<file path="src/rtl/nic_cmd_pkg.sv">
package nic_cmd_pkg;
  localparam int CMD_W  = 16;
  localparam int OP_W   = 5;
  localparam int ARG_W  = 11;
  localparam int STAT_W = 9;   // latch + events 8:1
  localparam int SUB_W  = 8;
  localparam int WIN_W  = 3;

  localparam logic [OP_W-1:0] OP_GLB_RST = 5'd0;
  localparam logic [OP_W-1:0] OP_WIN_SEL = 5'd1;
  localparam logic [OP_W-1:0] OP_RX_OFF  = 5'd3;
  localparam logic [OP_W-1:0] OP_RX_ON   = 5'd4;
  localparam logic [OP_W-1:0] OP_RX_RST  = 5'd5;
  localparam logic [OP_W-1:0] OP_RX_DISC = 5'd8;
  localparam logic [OP_W-1:0] OP_TX_ON   = 5'd9;
  localparam logic [OP_W-1:0] OP_TX_OFF  = 5'd10;
  localparam logic [OP_W-1:0] OP_TX_RST  = 5'd11;
  localparam logic [OP_W-1:0] OP_SW_REQ  = 5'd12;
  localparam logic [OP_W-1:0] OP_ACK     = 5'd13;
  localparam logic [OP_W-1:0] OP_IE_LD   = 5'd14;
  localparam logic [OP_W-1:0] OP_IND_LD  = 5'd15;

  // hardware-sourced event positions; bit 6 is software only
  localparam logic [STAT_W-1:0] HW_EVT_MASK = 9'h1BE;
  localparam int SW_EVT_BIT = 6;
endpackage

</file>
<file path="src/rtl/nic_cmd_decode.sv">
module nic_cmd_decode
  import nic_cmd_pkg::*;
#(
  parameter int BUSY_CYCLES = 8
) (
  input  logic             clk_i,
  input  logic             rst_ni,
  input  logic             we_i,
  input  logic [CMD_W-1:0] data_i,
  output logic             acc_o,
  output logic [OP_W-1:0]  op_o,
  output logic [ARG_W-1:0] arg_o,
  output logic             busy_o
);
  localparam int CNT_W = $clog2(BUSY_CYCLES + 1);

  logic [CNT_W-1:0] cnt_q;
  logic             start;

  assign op_o   = data_i[CMD_W-1 -: OP_W];
  assign arg_o  = data_i[ARG_W-1:0];
  assign busy_o = (cnt_q != '0);
  assign acc_o  = we_i & ~busy_o;

  always_comb begin
    start = 1'b0;
    if (acc_o) begin
      unique case (op_o)
        OP_GLB_RST, OP_RX_RST, OP_TX_RST, OP_RX_DISC: start = 1'b1;
        default: start = 1'b0;
      endcase
    end
  end

  always_ff @(posedge clk_i or negedge rst_ni) begin
    if (!rst_ni)        cnt_q <= '0;
    else if (start)     cnt_q <= CNT_W'(BUSY_CYCLES);
    else if (busy_o)    cnt_q <= cnt_q - 1'b1;
  end
endmodule

</file>
<file path="src/rtl/nic_evt_status.sv">
module nic_evt_status
  import nic_cmd_pkg::*;
(
  input  logic              clk_i,
  input  logic              rst_ni,
  input  logic              acc_i,
  input  logic [OP_W-1:0]   op_i,
  input  logic [ARG_W-1:0]  arg_i,
  input  logic [STAT_W-1:0] evt_i,
  output logic [STAT_W-1:0] stat_o,
  output logic              irq_o
);
  logic [STAT_W-1:1] pend_q, ie_q, ind_q;
  logic              latch_q;
  logic [STAT_W-1:0] ack_m;
  logic [STAT_W-1:1] sw_ev, new_ev, keep, rise;
  logic              glb;

  assign glb   = acc_i && (op_i == OP_GLB_RST);
  assign ack_m = (acc_i && (op_i == OP_ACK)) ? arg_i[STAT_W-1:0] : '0;

  always_comb begin
    sw_ev = '0;
    sw_ev[SW_EVT_BIT] = acc_i && (op_i == OP_SW_REQ);
  end

  assign new_ev = ((evt_i[STAT_W-1:1] & HW_EVT_MASK[STAT_W-1:1]) | sw_ev) & ind_q;
  assign keep   = pend_q & ~ack_m[STAT_W-1:1];
  assign rise   = new_ev & ~keep & ie_q;

  always_ff @(posedge clk_i or negedge rst_ni) begin
    if (!rst_ni) begin
      pend_q  <= '0;
      ie_q    <= '0;
      ind_q   <= '0;
      latch_q <= 1'b0;
    end else if (glb) begin
      pend_q  <= '0;
      ie_q    <= '0;
      ind_q   <= '0;
      latch_q <= 1'b0;
    end else begin
      pend_q  <= keep | new_ev;
      latch_q <= (latch_q & ~ack_m[0]) | (|rise);
      if (acc_i && op_i == OP_IE_LD)  ie_q  <= arg_i[STAT_W-1:1];
      if (acc_i && op_i == OP_IND_LD) ind_q <= arg_i[STAT_W-1:1];
    end
  end

  assign stat_o = {pend_q, latch_q};
  assign irq_o  = latch_q & (|(pend_q & ie_q));
endmodule

</file>
<file path="src/rtl/nic_ctl_regs.sv">
module nic_ctl_regs
  import nic_cmd_pkg::*;
(
  input  logic             clk_i,
  input  logic             rst_ni,
  input  logic             acc_i,
  input  logic [OP_W-1:0]  op_i,
  input  logic [ARG_W-1:0] arg_i,
  output logic [WIN_W-1:0] window_o,
  output logic             rx_en_o,
  output logic             tx_en_o,
  output logic [SUB_W-1:0] glb_rst_o,
  output logic [SUB_W-1:0] rx_rst_o,
  output logic [SUB_W-1:0] tx_rst_o,
  output logic             rx_discard_o
);
  always_ff @(posedge clk_i or negedge rst_ni) begin
    if (!rst_ni) begin
      window_o     <= '0;
      rx_en_o      <= 1'b0;
      tx_en_o      <= 1'b0;
      glb_rst_o    <= '0;
      rx_rst_o     <= '0;
      tx_rst_o     <= '0;
      rx_discard_o <= 1'b0;
    end else begin
      glb_rst_o    <= '0;
      rx_rst_o     <= '0;
      tx_rst_o     <= '0;
      rx_discard_o <= 1'b0;
      if (acc_i) begin
        unique case (op_i)
          OP_GLB_RST: begin
            glb_rst_o <= arg_i[SUB_W-1:0];
            window_o  <= '0;
            rx_en_o   <= 1'b0;
            tx_en_o   <= 1'b0;
          end
          OP_WIN_SEL: window_o     <= arg_i[WIN_W-1:0];
          OP_RX_OFF:  rx_en_o      <= 1'b0;
          OP_RX_ON:   rx_en_o      <= 1'b1;
          OP_RX_RST:  rx_rst_o     <= arg_i[SUB_W-1:0];
          OP_RX_DISC: rx_discard_o <= 1'b1;
          OP_TX_ON:   tx_en_o      <= 1'b1;
          OP_TX_OFF:  tx_en_o      <= 1'b0;
          OP_TX_RST:  tx_rst_o     <= arg_i[SUB_W-1:0];
          default: ;
        endcase
      end
    end
  end
endmodule

</file>
<file path="src/rtl/nic_cmd_ctrl.sv">
module nic_cmd_ctrl
  import nic_cmd_pkg::*;
#(
  parameter int BUSY_CYCLES = 8
) (
  input  logic              clk_i,
  input  logic              rst_ni,
  input  logic              cmd_we_i,
  input  logic [CMD_W-1:0]  cmd_data_i,
  input  logic [STAT_W-1:0] evt_i,
  input  logic              bm_busy_i,
  output logic [CMD_W-1:0]  status_o,
  output logic              irq_o,
  output logic [WIN_W-1:0]  window_o,
  output logic              rx_en_o,
  output logic              tx_en_o,
  output logic [SUB_W-1:0]  glb_rst_o,
  output logic [SUB_W-1:0]  rx_rst_o,
  output logic [SUB_W-1:0]  tx_rst_o,
  output logic              rx_discard_o
);
  logic             acc, busy;
  logic [OP_W-1:0]  op;
  logic [ARG_W-1:0] arg;
  logic [STAT_W-1:0] stat;

  nic_cmd_decode #(.BUSY_CYCLES(BUSY_CYCLES)) u_dec (
    .clk_i(clk_i), .rst_ni(rst_ni), .we_i(cmd_we_i), .data_i(cmd_data_i),
    .acc_o(acc), .op_o(op), .arg_o(arg), .busy_o(busy)
  );

  nic_evt_status u_evt (
    .clk_i(clk_i), .rst_ni(rst_ni), .acc_i(acc), .op_i(op), .arg_i(arg),
    .evt_i(evt_i), .stat_o(stat), .irq_o(irq_o)
  );

  nic_ctl_regs u_ctl (
    .clk_i(clk_i), .rst_ni(rst_ni), .acc_i(acc), .op_i(op), .arg_i(arg),
    .window_o(window_o), .rx_en_o(rx_en_o), .tx_en_o(tx_en_o),
    .glb_rst_o(glb_rst_o), .rx_rst_o(rx_rst_o), .tx_rst_o(tx_rst_o),
    .rx_discard_o(rx_discard_o)
  );

  assign status_o = {window_o, busy, bm_busy_i, 2'b00, stat};
endmodule

</file>
<file path="config.mk">
export PLATFORM = sky130hd
export DESIGN_NAME = nic_cmd_ctrl
export DESIGN_NICKNAME = d
export VERILOG_FILES = /design/src/rtl/nic_cmd_pkg.sv /design/src/rtl/nic_cmd_decode.sv /design/src/rtl/nic_evt_status.sv /design/src/rtl/nic_ctl_regs.sv /design/src/rtl/nic_cmd_ctrl.sv
export SDC_FILE = /design/constraint.sdc
export NUM_CORES = 1
export LEC_CHECK = 0
export ABC_AREA = 1
export BUFFER_PORTS_ARGS = -buffer_cell sky130_fd_sc_hd__buf_2
export CORE_AREA = 2 2 84 86
export CTS_CLUSTER_SIZE = 20
export DETAILED_ROUTE_END_ITERATION = 6
export DIE_AREA = 0 0 86 88
export PLACE_DENSITY = 0.64
export SLEW_MARGIN = 10
export SYNTH_ARGS = -nofsm -noshare
export SYNTH_HDL_FRONTEND = slang
export SYNTH_SLANG_ARGS = --single-unit
</file>
<file path="constraint.sdc">
create_clock -name clk_i -period 1.65 [get_ports clk_i]
set_input_delay 0.2475 -clock clk_i [delete_from_list [all_inputs] [get_ports clk_i]]
set_output_delay 0.2475 -clock clk_i [all_outputs]
set_load 0.01 [all_outputs]
</file>
==> flow_summary.toml, run 1 <==
[setup_path]
ff2ff_setup_slack_ns = 0.09
crit_fanout = 2
worstSetupEndpointType = "output pin"
reg2reg_depth = 9
worst_ep_required_time_ns = 1.40
start_kind = "register"
r2r-start = "u_dec.cnt_q[1]$_DFFE_PN0P_"
r2r_end = "u_ctl.tx_en_o$_DFFE_PN0P_"
cp.arrival_ns = 1.41
worst-setup-path-type = "register to output pin"

[logic_synthesis]
yosysUniqueCellTypes = 34
syn_inst = 296
synth-seq-area-share = 0.5606
synthTopCellsByArea = "dfrtp_1 (56%), nand2_1 (11%), nor2_1 (6.6%), inv_1 (3.8%), buf_4 (3.1%)"
synth_edf_count = 0
yosysMostFrequentCell = "nand2_1"
ys_ff_latch = 59
yosysTopAreaCell = "dfrtp_1"
ys_warn_count = 0
synthTopCellsByCount = "nand2_1 (77), dfrtp_1 (59), nor2_1 (46)"
ys.flop_type = "dfrtp_1"
synth_area_sq_um = 2634
avgSynthCellArea_sq_um = 8.898
synthArstFlopShare = 1.000
synth_top_area_share = 0.5606

[final_layout]
final_nets = 416
fin_util = 0.5245
layout-drive-gt1-share = 0.3487
n_antenna_cell = 0
fin_area_sq_um = 3485
area_growth_pct = 32.30

[cts]
clkTransAtPathRegs_ns = 0.07
clk_path_buf_depth = 2
clk_latency_ns = 0.34
root_buffer = "clkbuf_8"
numCtsBuffers = 9
numClockSinks = 59
cts_max_level = 3
cts_tree = "yes"

[global_route]
grt_pass1_wl_um = 10290
antenna_found_initial = 0
gr-total-overflow = 0
grt_max_degree = 60
grt_pass1_vias = 2206
grt_util_all_layers = 0.1789

[floorplanning]
rows = 30
fp.coreArea_sq_um = 6644
die_y_um = 88
die_w_um = 86
start_util = 0.3964
io_pins = 76
die_area_sq_um = 7568

[routing]
postRouteAntennaNets = 0
viasPerCell = 4.781
firstDrtPassIters = 4
post-route-drc-count = 0
drtIter0Drc = 105
wl_per_cell_um = 13.64
route.vias.total = 2247
finalWirelength_um = 6410

[sta]
min_period_over_period = 1.003
finalSetupViolations = 1
clock_skew_ns = 0.006343
fin_ws_ns = -0.004162
fmax_mhz = 604.5
hold_viol_final = 0
drv_slew = 0
rsz0062_at_grt = "true"
fin_crit_ns = 1.654
setup_tns_ns = -0.004162

[hold_path]
hp-class = "input port to register"
holdCritStartpoint = "evt_i[8]"
hold-path-endpoint = "u_evt.pend_q[8]$_DFF_PN0_"
worstHoldPathCells = 3

[pwr]
cellPowerDensity_nw_per_um2 = 1384
irDropWorstVdd_mv = 0.4726
p_leak_nw = 1.802

[place]
gp_congestion = 0.8489
io_buffers = 67
place_hpwl_um = 4544
placed_cell_area_sq_um = 3090

[run_status]
outcome = "finished, violations left"
failed_checks = "setup timing"

[run]
maxCapViolCount = 0
==> stage by stage <==
stage | worst slack [ns] | std cells | total power [mW] | hold slack [ns]
2_1_floorplan | 0.1224 | 297 | 2.666 | -0.04809
3_3_place_gp | 0.04883 | 444 | 3.017 | 0.2713
3_5_place_dp | 0.005687 | 444 | 3.057 | 0.2727
4_1_cts | -0.02797 | 463 | 4.707 | 0.1638
5_1_grt | -0.09789 | 470 | 5.118 | 0.1865
6_report | -0.004162 | 470 | 4.823 | 0.1790
==> power by group <==
part | total, mW | switching [mW] | internal [mW]
clock network | 1.58 | 0.567 | 1.02
logic | 1.27 | 0.682 | 0.588
registers | 1.97 | 0.235 | 1.74
==> cell type report <==
class                      instances  area [sq um]
fill                             608          3159
sequential                        59          1476
multi-input combinational        194          1010
timing repair buffer              90         530.5
clock buffer                      13         178.9
inverter                          31         121.4
tap                               80         100.1
clock inverter                     3         67.56
==> cell families (layout without fill, tap and decap cells) <==
logic type	Yosys count	after routing	share of synthesized area
buf+inv	44	137	0.08029
flops	59	59	0.5606
other cells	1	2	0.001424
simple gates	149	149	0.2442
xor+xnor	2	2	0.006652
fa+ha+maj	2	2	0.009500
compound gates	39	39	0.09740
==> layout by cell type, fill, tap and decap left out, types with 3 or more instances in the layout <==
master,count
o21ai_0,14
inv_1,25
nand2_2,3
nor2_4,4
inv_2,4
nand3_2,5
nand2_1,75
nand3_1,7
dfrtp_1,59
buf_4,19
clkbuf_8,13
a21oi_1,8
nor2_1,46
buf_2,67
o21ai_1,4
==> flip-flops by register name, summed over array words and instances, names as in the netlist <==
register / flops
u_ctl.glb_rst_o: 8
u_ctl.rx_rst_o: 8
u_ctl.tx_rst_o: 8
u_evt.ie_q: 8
u_evt.ind_q: 8
u_evt.pend_q: 8
u_dec.cnt_q: 4
u_ctl.window_o: 3
u_ctl.rx_discard_o: 1
u_ctl.rx_en_o: 1
u_ctl.tx_en_o: 1
u_evt.latch_q: 1
==> worst max path at each step <==
| stage | startpoint | to | slack, ns | cells past startpoint |
|---|---|---|---|---|
| floorplan | u_dec.cnt_q[0]$_DFFE_PN0P_ | u_evt.ie_q[3]$_DFFE_PN0P_ | 0.12 | 9 |
| global placement | u_dec.cnt_q[1]$_DFFE_PN0P_ | u_evt.latch_q$_DFF_PN0_ | 0.05 | 11 |
| detailed placement | u_dec.cnt_q[1]$_DFFE_PN0P_ | u_evt.latch_q$_DFF_PN0_ | 0.006 | 13 |
| CTS | u_evt.pend_q[4]$_DFF_PN0_ | irq_o | -0.03 | 4 |
| global route | u_evt.pend_q[5]$_DFF_PN0_ | irq_o | -0.1 | 4 |
| finish | u_evt.pend_q[6]$_DFF_PN0_ | irq_o | -0.004 | 4 |
==> repair_timing <==
item | in CTS | in global routing
hold endpoints to repair | 59 | 0
pin swaps | 3 | 11
hold buffers | 1 | 0
setup buffers | 2 | 7
gates resized for setup | 4 | 14
endpoints found under the setup margin | 2 | 17
==> worst max-delay path, cell delays in order (launching register included) <==
cell and delay (ns):
dfrtp_1 0.38, a22o_1 0.25, a221oi_2 0.19, a21boi_1 0.11, buf_2 0.14
==> per-layer routing <==
layer  wire, um  track usage
met3        413      0.04241
met2       3017       0.2868
met1       2858       0.2253
met4        120      0.09524
met5          0            0
Power figures use the tool's default switching activity.
==> inputs of run 2 (changes only) <==
--- a/config.mk
+++ b/config.mk
@@ -7,12 +7,11 @@
 export LEC_CHECK = 0
 export ABC_AREA = 1
 export BUFFER_PORTS_ARGS = -buffer_cell sky130_fd_sc_hd__buf_2
-export CORE_AREA = 2 2 84 86
+export CORE_AREA = 2 2 93 77
 export CTS_CLUSTER_SIZE = 20
 export DETAILED_ROUTE_END_ITERATION = 6
-export DIE_AREA = 0 0 86 88
-export PLACE_DENSITY = 0.64
-export SLEW_MARGIN = 10
+export DIE_AREA = 0 0 95 79
+export PLACE_DENSITY = 0.65
 export SYNTH_ARGS = -nofsm -noshare
 export SYNTH_HDL_FRONTEND = slang
 export SYNTH_SLANG_ARGS = --single-unit
==> flow_summary.toml, run 2 (synthesis results as in run 1) <==
[setup_path]
crit_end = "irq_o"
crit_fanout = 2
r2r-start = "u_dec.cnt_q[0]$_DFFE_PN0P_"
ff2ff_setup_slack_ns = 0.12
cp.arrival_ns = 1.40
worst-setup-path-type = "register to output pin"
worst_ep_required_time_ns = 1.40
reg2reg_depth = 9
setup.worst_path.start = "u_evt.pend_q[4]$_DFF_PN0_"
r2r_end = "u_evt.ie_q[5]$_DFFE_PN0P_"
worstSetupEndpointType = "output pin"
start_kind = "register"

[sta]
finalSetupViolations = 0
fin_crit_ns = 1.646
hold_viol_final = 0
fin_ws_ns = 0.003600
min_period_over_period = 0.9978
clock_skew_ns = 0.009515
hold_slack_ns = 0.1814
drv_slew = 0
rsz0062_at_grt = "true"
fmax_mhz = 607.4

[final_layout]
mostFrequentLayoutCells = "nand2_1 (77), buf_2 (67), dfrtp_1 (59), nor2_1 (46), inv_1 (25)"
n_antenna_cell = 0
fin_area_sq_um = 3431
fill_cells = 617
final_common_cell = "nand2_1"
area_growth_pct = 30.26
fin_cells = 479
multi_input_area_sq_um = 994.7
final_nets = 418
seq_area_sq_um = 1476
layout-drive-gt1-share = 0.3342

[floorplanning]
rows = 27
die_w_um = 95
die_y_um = 79
start_util = 0.3958
die_area_sq_um = 7505
fp.coreArea_sq_um = 6655
io_pins = 76

[pwr]
p_leak_nw = 1.787
irDropWorstVdd_mv = 0.8526
report.power.total_mw = 4.385
cellPowerDensity_nw_per_um2 = 1278

[cts]
numClockSinks = 59
clk_path_buf_depth = 2
cts_tree = "yes"
clkTransAtPathRegs_ns = 0.07
root_buffer = "clkbuf_8"
cts_max_level = 3
numCtsBuffers = 9
clk_latency_ns = 0.34

[hold_path]
hp-class = "input port to register"

[routing]
drtIter0Drc = 99
finalWirelength_um = 6403
postRouteAntennaNets = 0
firstDrtPassIters = 4
wl_per_cell_um = 13.37
post-route-drc-count = 0
viasPerCell = 4.781
route.vias.total = 2290

[place]
place_ws_ns = 0.008131
place_hpwl_um = 4558
dp.cells = 453
io_buffers = 67
gp_congestion = 0.8580
placed_cell_area_sq_um = 3127

[global_route]
grt_pass1_wl_um = 10320
grt_pass1_vias = 2164
grt_max_degree = 60
antenna_found_initial = 0
gr-total-overflow = 0
grt_util_all_layers = 0.1834

[run]
maxCapViolCount = 0

[run_status]
outcome = "finished, final reports clean"
## run 2: worst min path at each step
stage | from | to | cells after the start | slack [ns]
2_1_floorplan | rst_ni | u_ctl.glb_rst_o[0]$_DFF_PN0_ | 0 | -0.05
3_3_place_gp | rst_ni | u_ctl.tx_rst_o[1]$_DFF_PN0_ | 2 | 0.28
3_5_place_dp | rst_ni | u_ctl.tx_rst_o[1]$_DFF_PN0_ | 2 | 0.28
4_1_cts | evt_i[7] | u_evt.pend_q[7]$_DFF_PN0_ | 3 | 0.17
5_1_grt | evt_i[7] | u_evt.pend_q[7]$_DFF_PN0_ | 3 | 0.17
6_report | evt_i[8] | u_evt.pend_q[8]$_DFF_PN0_ | 3 | 0.18
## run 2: critical path: stages, from the launching register on
cell and delay, ns:
dfrtp_1 0.38, a22o_1 0.27, a221oi_2 0.18, a21boi_1 0.10, buf_2 0.15
## run 2: layout make-up
type	count	share of cell area
Sequential cell	59	0.4303
Multi-Input combinational cell	194	0.2899
Timing Repair Buffer	92	0.1616
Clock buffer	11	0.04121
Inverter	31	0.03683
Tap cell	87	0.03173
Clock inverter	5	0.008388
## run 2: through the flow
step           setup TNS (ns)    util
4_1_cts              -0.01871  0.5025
3_5_place_dp                0  0.4698
5_1_grt              -0.07255  0.5155
3_3_place_gp                0  0.4698
2_1_floorplan               0       -
6_report                    0  0.5155
## run 2: timing repair
item                                    CTS  global route
endpoints found under the setup margin    2            20
buffers inserted                          3             6
endpoints found under the hold margin    59             0
hold buffers                              1             0
gates cloned                              0             0
gates resized for setup                   4            11
pin swaps                                 1             4
## run 2: report_power, final
| part | switching, mW | total, mW | internal [mW] | leakage, nW |
|---|---|---|---|---|
| clock | 0.557 | 1.13 | 0.577 | 0.0928 |
| sequential | 0.228 | 1.96 | 1.74 | 0.763 |
| combinational | 0.684 | 1.29 | 0.603 | 0.931 |
## run 2: routing by layer
layer / share of wire / global-route usage / routed length [um]
met1: 0.47 / 0.2520 / 3029
met2: 0.45 / 0.2787 / 2898
met3: 0.068 / 0.06736 / 437
met4: 0.0058 / 0.03913 / 37
met5: 0 / 0 / 0
